==> src/rtl/evt_irq_pkg.sv <==
package evt_irq_pkg;
   localparam int unsigned EV_MATCH = 0;
   localparam int unsigned EV_OVF   = 1;
   localparam int unsigned EV_CAP   = 2;
   localparam int unsigned EV_COUNT = 3;

   typedef enum logic [2:0] {
      SEL_STAT,
      SEL_IEN,
      SEL_WEN,
      SEL_CFG,
      SEL_HLTH,
      SEL_NONE
   } reg_sel_e;
endpackage

==> src/rtl/evt_status_bank.sv <==
module evt_status_bank #(
   parameter int unsigned NEV      = 3,
   parameter bit          SET_WINS = 1'b1
) (
   input  logic           clk,
   input  logic           rst_n,
   input  logic           soft_clr,
   input  logic [NEV-1:0] ev,
   input  logic [NEV-1:0] ien,
   input  logic [NEV-1:0] clr,
   output logic [NEV-1:0] stat_q
);
   for (genvar i = 0; i < NEV; i++) begin : g_bit
      logic set_i;
      logic nxt_i;
      assign set_i = ev[i] & ien[i];

      if (SET_WINS) begin : g_set_pri
         assign nxt_i = set_i | (stat_q[i] & ~clr[i]);
      end else begin : g_clr_pri
         assign nxt_i = ~clr[i] & (set_i | stat_q[i]);
      end

      always_ff @(posedge clk) begin
         if (!rst_n || soft_clr) stat_q[i] <= 1'b0;
         else                    stat_q[i] <= nxt_i;
      end

      // a bit cannot appear without an enabled event
      a_r1_set_needs_enable: assert property (@(posedge clk) disable iff (!rst_n)
         (!stat_q[i] && !(ev[i] && ien[i])) |=> !stat_q[i]);
      // an enabled event always lands, even against a clear
      if (SET_WINS) begin : g_chk_pri
         a_r6_set_beats_clear: assert property (@(posedge clk) disable iff (!rst_n)
            (ev[i] && ien[i] && !soft_clr) |=> stat_q[i]);
      end
      // write-one clears when no event competes
      a_r3_clear_works: assert property (@(posedge clk) disable iff (!rst_n)
         (clr[i] && !(ev[i] && ien[i])) |=> !stat_q[i]);
   end
endmodule

==> src/rtl/evt_wake_gen.sv <==
module evt_wake_gen #(
   parameter int unsigned NEV = 3
) (
   input  logic           clk,
   input  logic           rst_n,
   input  logic           soft_clr,
   input  logic [NEV-1:0] ev,
   input  logic [NEV-1:0] wen,
   output logic           wake_q
);
   logic hit;
   assign hit = |(ev & wen);

   always_ff @(posedge clk) begin
      if (!rst_n || soft_clr) wake_q <= 1'b0;
      else                    wake_q <= hit;
   end

   // a masked-in event yields a pulse on the next cycle
   a_r5_wake_follows_event: assert property (@(posedge clk) disable iff (!rst_n)
      ((|(ev & wen)) && !soft_clr) |=> wake_q);
   // no pulse without a masked-in event one cycle earlier
   a_r5_wake_has_cause: assert property (@(posedge clk) disable iff (!rst_n)
      wake_q |-> $past(|(ev & wen)));
endmodule

==> src/rtl/evt_regs.sv <==
module evt_regs
   import evt_irq_pkg::*;
#(
   parameter int unsigned DW        = 32,
   parameter int unsigned AW        = 8,
   parameter int unsigned NEV       = 3,
   parameter logic [31:0] CFG_MASK  = 32'h0000_033D,
   parameter int unsigned SRST_BIT  = 1,
   parameter logic [7:0]  OFF_STAT  = 8'h00,
   parameter logic [7:0]  OFF_IEN   = 8'h04,
   parameter logic [7:0]  OFF_WEN   = 8'h08,
   parameter logic [7:0]  OFF_CFG   = 8'h0C,
   parameter logic [7:0]  OFF_HLTH  = 8'h10
) (
   input  logic           clk,
   input  logic           rst_n,
   input  logic           we,
   input  logic [AW-1:0]  addr,
   input  logic [DW-1:0]  wdata,
   input  logic [NEV-1:0] stat,
   output logic [DW-1:0]  rdata,
   output logic [NEV-1:0] ien_q,
   output logic [NEV-1:0] wen_q,
   output logic [NEV-1:0] clr,
   output logic           soft_clr,
   output logic           cap_clr_q,
   output logic           srst_q
);
   localparam logic [DW-1:0] CFG_KEEP = DW'(CFG_MASK);
   localparam int unsigned   PADW     = DW - NEV;

   if (DW < 10 || DW < NEV) begin : g_bad_dw
      $error("evt_regs: data width too small for configuration field");
   end
   if (SRST_BIT >= DW || CFG_MASK[SRST_BIT]) begin : g_bad_srst
      $error("evt_regs: soft reset bit must be outside the stored mask");
   end

   reg_sel_e        sel;
   logic [DW-1:0]   cfg_q;

   always_comb begin
      if      (addr == AW'(OFF_STAT)) sel = SEL_STAT;
      else if (addr == AW'(OFF_IEN))  sel = SEL_IEN;
      else if (addr == AW'(OFF_WEN))  sel = SEL_WEN;
      else if (addr == AW'(OFF_CFG))  sel = SEL_CFG;
      else if (addr == AW'(OFF_HLTH)) sel = SEL_HLTH;
      else                            sel = SEL_NONE;
   end

   assign soft_clr = we && (sel == SEL_CFG) && wdata[SRST_BIT];
   assign clr      = (we && sel == SEL_STAT) ? wdata[NEV-1:0] : '0;

   always_ff @(posedge clk) begin
      if (!rst_n || soft_clr) begin
         ien_q     <= '0;
         wen_q     <= '0;
         cfg_q     <= '0;
         cap_clr_q <= 1'b0;
      end else begin
         if (we && sel == SEL_IEN) ien_q <= wdata[NEV-1:0];
         if (we && sel == SEL_WEN) wen_q <= wdata[NEV-1:0];
         if (we && sel == SEL_CFG) cfg_q <= wdata & CFG_KEEP;
         cap_clr_q <= clr[EV_CAP];
      end
   end

   always_ff @(posedge clk) begin
      if (!rst_n) srst_q <= 1'b0;
      else        srst_q <= soft_clr;
   end

   always_comb begin
      unique case (sel)
         SEL_STAT: rdata = {{PADW{1'b0}}, stat};
         SEL_IEN:  rdata = {{PADW{1'b0}}, ien_q};
         SEL_WEN:  rdata = {{PADW{1'b0}}, wen_q};
         SEL_CFG:  rdata = cfg_q;
         SEL_HLTH: rdata = DW'(1);
         default:  rdata = '0;
      endcase
   end

   // restart pulse only after a capture-bit clear
   a_r4_cap_clr_cause: assert property (@(posedge clk) disable iff (!rst_n)
      cap_clr_q |-> $past(we && addr == AW'(OFF_STAT) && wdata[EV_CAP]));
   // pulse lasts a single cycle without a repeat write
   a_r4_cap_clr_single: assert property (@(posedge clk) disable iff (!rst_n)
      (cap_clr_q && !clr[EV_CAP]) |=> !cap_clr_q);
   // after soft reset the enables are empty
   a_r9_srst_clears: assert property (@(posedge clk) disable iff (!rst_n)
      srst_q |-> (ien_q == '0 && wen_q == '0 && cfg_q == '0));
   // stored configuration never holds bits outside the mask
   a_r8_cfg_masked: assert property (@(posedge clk) disable iff (!rst_n)
      (cfg_q & ~CFG_KEEP) == '0);
endmodule

==> src/rtl/evt_irq_unit.sv <==
module evt_irq_unit
   import evt_irq_pkg::*;
#(
   parameter int unsigned DW       = 32,
   parameter int unsigned AW       = 8,
   parameter logic [31:0] CFG_MASK = 32'h0000_033D,
   parameter bit          SET_WINS = 1'b1
) (
   input  logic          clk,
   input  logic          rst_n,
   input  logic          ev_match_i,
   input  logic          ev_ovf_i,
   input  logic          ev_cap_i,
   input  logic          reg_we_i,
   input  logic [AW-1:0] reg_addr_i,
   input  logic [DW-1:0] reg_wdata_i,
   output logic [DW-1:0] reg_rdata_o,
   output logic          irq_o,
   output logic          wake_o,
   output logic          cap_clr_o,
   output logic          srst_o
);
   localparam int unsigned NEV = EV_COUNT;

   if (AW < 5) begin : g_bad_aw
      $error("evt_irq_unit: address width cannot reach all offsets");
   end

   logic [NEV-1:0] ev, ien, wen, clr, stat;
   logic           soft_clr;

   always_comb begin
      ev           = '0;
      ev[EV_MATCH] = ev_match_i;
      ev[EV_OVF]   = ev_ovf_i;
      ev[EV_CAP]   = ev_cap_i;
   end

   evt_regs #(
      .DW(DW), .AW(AW), .NEV(NEV), .CFG_MASK(CFG_MASK)
   ) u_regs (
      .clk(clk), .rst_n(rst_n), .we(reg_we_i), .addr(reg_addr_i),
      .wdata(reg_wdata_i), .stat(stat), .rdata(reg_rdata_o),
      .ien_q(ien), .wen_q(wen), .clr(clr), .soft_clr(soft_clr),
      .cap_clr_q(cap_clr_o), .srst_q(srst_o)
   );

   evt_status_bank #(.NEV(NEV), .SET_WINS(SET_WINS)) u_stat (
      .clk(clk), .rst_n(rst_n), .soft_clr(soft_clr), .ev(ev),
      .ien(ien), .clr(clr), .stat_q(stat)
   );

   evt_wake_gen #(.NEV(NEV)) u_wake (
      .clk(clk), .rst_n(rst_n), .soft_clr(soft_clr), .ev(ev),
      .wen(wen), .wake_q(wake_o)
   );

   assign irq_o = |stat;

   // the line only drops after a register write
   a_r2_irq_fall_cause: assert property (@(posedge clk) disable iff (!rst_n)
      $fell(irq_o) |-> $past(reg_we_i));
   // the line rises only after an event
   a_r2_irq_rise_cause: assert property (@(posedge clk) disable iff (!rst_n)
      $rose(irq_o) |-> $past(ev_match_i || ev_ovf_i || ev_cap_i));
endmodule

==> config.mk <==
export PLATFORM = sky130hd
export DESIGN_NAME = evt_irq_unit
export DESIGN_NICKNAME = d
export VERILOG_FILES = /design/src/rtl/evt_irq_pkg.sv /design/src/rtl/evt_status_bank.sv /design/src/rtl/evt_wake_gen.sv /design/src/rtl/evt_regs.sv /design/src/rtl/evt_irq_unit.sv
export SDC_FILE = /design/constraint.sdc
export NUM_CORES = 1
export LEC_CHECK = 0
export BUFFER_PORTS_ARGS = -buffer_cell sky130_fd_sc_hd__buf_2
export CAP_MARGIN = 20
export CORE_ASPECT_RATIO = 0.6
export CORE_UTILIZATION = 43
export DETAILED_ROUTE_END_ITERATION = 8
export PLACE_DENSITY = 0.8
export SYNTH_ARGS = -nofsm -noshare
export SYNTH_HDL_FRONTEND = slang
export SYNTH_SLANG_ARGS = --single-unit
==> constraint.sdc <==
create_clock -name clk -period 2.39 [get_ports clk]
set_input_delay 0.478 -clock clk [delete_from_list [all_inputs] [get_ports clk]]
set_output_delay 0.478 -clock clk [all_outputs]
set_load 0.02 [all_outputs]
==> impl_metrics.csv <==
group,metric,value,unit
outcome,status,"complete, no violations",
synth,netlist.top_cell.by_area,"dfxtp_1",
clock_tree,insertion_delay,0.26,ns
detailed_routing,num_vias,1298,
place,portBuffers,33,
run,maxCapViolCount,0,
synth,ys_warn_count,0,
final_layout,num-nets-final,240,
detailed_routing,postRouteAntennaNets,0,
clock_tree,h-tree-depth,1,
final_layout,syn_to_final_growth,16.6,%
worst_setup_path,endpoint_kind,"primary output",
worst_setup_path,r2r_cells,2,
sta,hold_viol_final,0,
worst_setup_path,worst-setup-path-type,"input port to primary output",
worst_setup_path,r2r-start,"u_regs.ien_q[0]",
clock_tree,clockBufferDepth,2,
worst_setup_path,endpoint,"reg_rdata_o[2]",
final_layout,n_fill_cell,284,
die,core,2910,um^2
clock_tree,cts.sinks,19,
worst_setup_path,required,1.91,ns
global_route,globalRouteTotalUtil,21.8,%
worst_setup_path,r2r_slack,1.41,ns
worst_setup_path,reg2reg_to,"u_stat.stat_q[0]",
power,vdd_drop_max,0.220,mV
final_layout,seq_area,380,um^2
sta,fin_crit_sh,97.1,%
sta,tightestPinTransition,0.544,ns
sta,hold_slack,0.470,ns
clock_tree,cts_hold_buf,0,
global_route,gr-total-overflow,0,
place,gp_congestion,0.865,
global_route,grt_pass1_wl,5.35,mm
sta,skew,0.000728,ns
power,p_per_area,436,nW/um^2
place,place_hpwl,2.54,mm
detailed_routing,vias_per_cell,5.52,
die,dieHeight,45.1,um
clock_tree,numCtsBuffers,3,
final_layout,diodes,0,
synth,ys_seq_area_share,28.5,%
detailed_routing,dr.pass1.iters,4,
worst_setup_path,cp.arrival,1.84,ns
synth,ys_seq_elements,19,
die,std_cell_rows,15,
sta,timing.slew.headroom,63.6,%
synth,avgSynthCellArea,8.72,um^2
final_layout,multiInputGateArea,800,um^2
detailed_routing,wl,3.45,mm
clock_tree,cts_tree,"yes",
synth,synth_top_area_share,28.5,%
die,die-area,3340,um^2
global_route,grt_pass1_vias,1051,
die,fp.dieW,73.9,um
worst_hold_path,hold_start,"u_regs.cfg_q[3]",
final_layout,layout-drive-gt1-share,29.0,%
worst_setup_path,cp-startpoint,"reg_addr_i[6]",
detailed_routing,initialDrtViolationCount,131,
sta,min_period,2.32,ns
global_route,antenna_found_initial,0,
detailed_routing,drc,0,
synth,yosysUniqueCellTypes,37,
global_route,grt_start_max_net_pins,14,
detailed_routing,wl_per_cell,14.7,um
synth,synthesis.area,1330,um^2
synth,synthTopCellsByArea,"dfxtp_1, buf_4, o31ai_1",
sta,timing.setup.tns,0,ns
die,start_util,45.8,%
power,leakagePower,0.668,nW
synth,synth_cells,153,
sta,setup_viol_count_final,0,
die,ioPinCount,82,
worst_setup_path,cp_max_fo,5,
clock_tree,cts_setup_buffers,0,
worst_hold_path,hp-class,"flip-flop to flip-flop",
sta,final_max_slew_viol_count,0,
sta,rsz0062_at_grt,"no",
clock_tree,root_buffer,"clkbuf_8",
sta,clock.fmax,0.431,GHz
clock_tree,cts.clk_slew.worst_paths,0.07,ns
worst_setup_path,critPathLaunchType,"input port",
-- synthesized netlist by cell type --
library cell / n
a2111oi_0: 2
a211oi_1: 4
a21oi_1: 17
a222oi_1: 1
and3_1: 5
and4bb_2: 1
buf_2: 1
buf_4: 24
buf_6: 2
clkbuf_1: 6
clkinv_1: 1
conb_1: 1
dfxtp_1: 19
inv_1: 3
mux2i_1: 2
mux4_2: 1
nand2_1: 2
nand2b_1: 2
nand3b_1: 2
nand4_1: 10
nand4b_1: 1
nand4bb_1: 1
nor2_1: 3
nor2b_1: 9
nor3b_1: 1
nor4_1: 3
nor4b_1: 1
nor4b_2: 2
o211a_1: 1
o21a_1: 1
o21bai_1: 1
o31ai_1: 13
o41ai_4: 1
or3_1: 3
or4_1: 3
or4b_1: 2
or4b_4: 1
-- where the power goes --
part	leakage, nW	internal, mW	total [mW]	switching [mW]
clock	0.0228	0.119	0.231	0.112
sequential	0.153	0.317	0.317	0.000209
combinational	0.492	0.0390	0.130	0.0910
total	0.668	0.474	0.678	0.204
-- registers in the layout, summed over array words and instances, names as in the netlist --
register	count
u_regs.ien_q	3
u_regs.cap_clr_q	1
u_stat.stat_q	3
u_regs.srst_q	1
u_wake.wake_q	1
u_regs.cfg_q	7
u_regs.wen_q	3
-- worst min path at each step --
stage / end / cells after the start
after detailed placement: u_regs.cfg_q[4] / 2
final: u_regs.cfg_q[3] / 2
after floorplan: u_regs.cfg_q[3] / 2
after global routing: u_regs.cfg_q[3] / 2
after CTS: u_regs.cfg_q[3] / 2
after global placement: u_regs.cfg_q[5] / 2
-- timing repair --
action | in CTS | in global routing
hold endpoints to repair | 0 | 0
gates resized for setup | 0 | 1
endpoints found under the setup margin | 0 | 2
-- layer usage --
layer,GRT usage (%),routed length [um],share of wire (%)
met1,33.4,1670,48
met2,28.5,1400,41
met3,6.03,336,9.7
met4,7.31,50,1.4
met5,0,0,0
-- logic make-up (layout without fill, tap and decap cells) --
kind of cell,count (synthesis),in the layout,synth area share (%)
buffers and inverters,37,54,18.4
other,1,24,0.281
flip-flops,19,19,28.5
AND/OR/NAND/NOR,52,52,27.7
multiplexers,3,3,3.19
AO/OA/AOI/OAI,41,41,22.0
-- cells in the final DEF, fill, tap and decap left out, types with 3 or more instances in the layout --
| cell | synthesis | layout |
|---|---|---|
| or4_1 | 3 | 3 |
| nor4_1 | 3 | 3 |
| dfxtp_1 | 19 | 19 |
| inv_1 | 3 | 3 |
| clkbuf_8 | 0 | 3 |
| nand4_1 | 10 | 10 |
| nor2b_1 | 9 | 9 |
| and3_1 | 5 | 5 |
| nor2_1 | 3 | 3 |
| a211oi_1 | 4 | 4 |
| conb_1 | 1 | 24 |
| a21oi_1 | 17 | 17 |
| buf_2 | 1 | 33 |
| o31ai_1 | 13 | 13 |
| buf_4 | 24 | 13 |
-- critical path, stage by stage --
cell and delay [ns]:
buf_2 0.12, or4_1 0.54, or3_4 0.38, nor2b_1 0.14
buf_2 0.17
-- metrics by stage --
step | worst slack [ns] | total power [mW] | cell area (um^2) | cells | util, %
after floorplan | 0.154 | 0.436 | 1420 | 176 | -
final | 0.0697 | 0.678 | 1560 | 235 | 53.5
after global placement | 0.0837 | 0.449 | 1510 | 231 | 51.7
after global routing | 0.0250 | 0.706 | 1560 | 235 | 53.5
after CTS | 0.0347 | 0.676 | 1550 | 235 | 53.3
after detailed placement | 0.0355 | 0.451 | 1510 | 231 | 51.7
-- final cells by class --
class	instances	area share, %
tap	42	3.38
inverter	4	0.965
multi-input combinational	120	51.4
sequential	19	24.5
clock buffer	4	2.90
timing repair buffer	46	16.9
(Power assumes the default switching activity.)
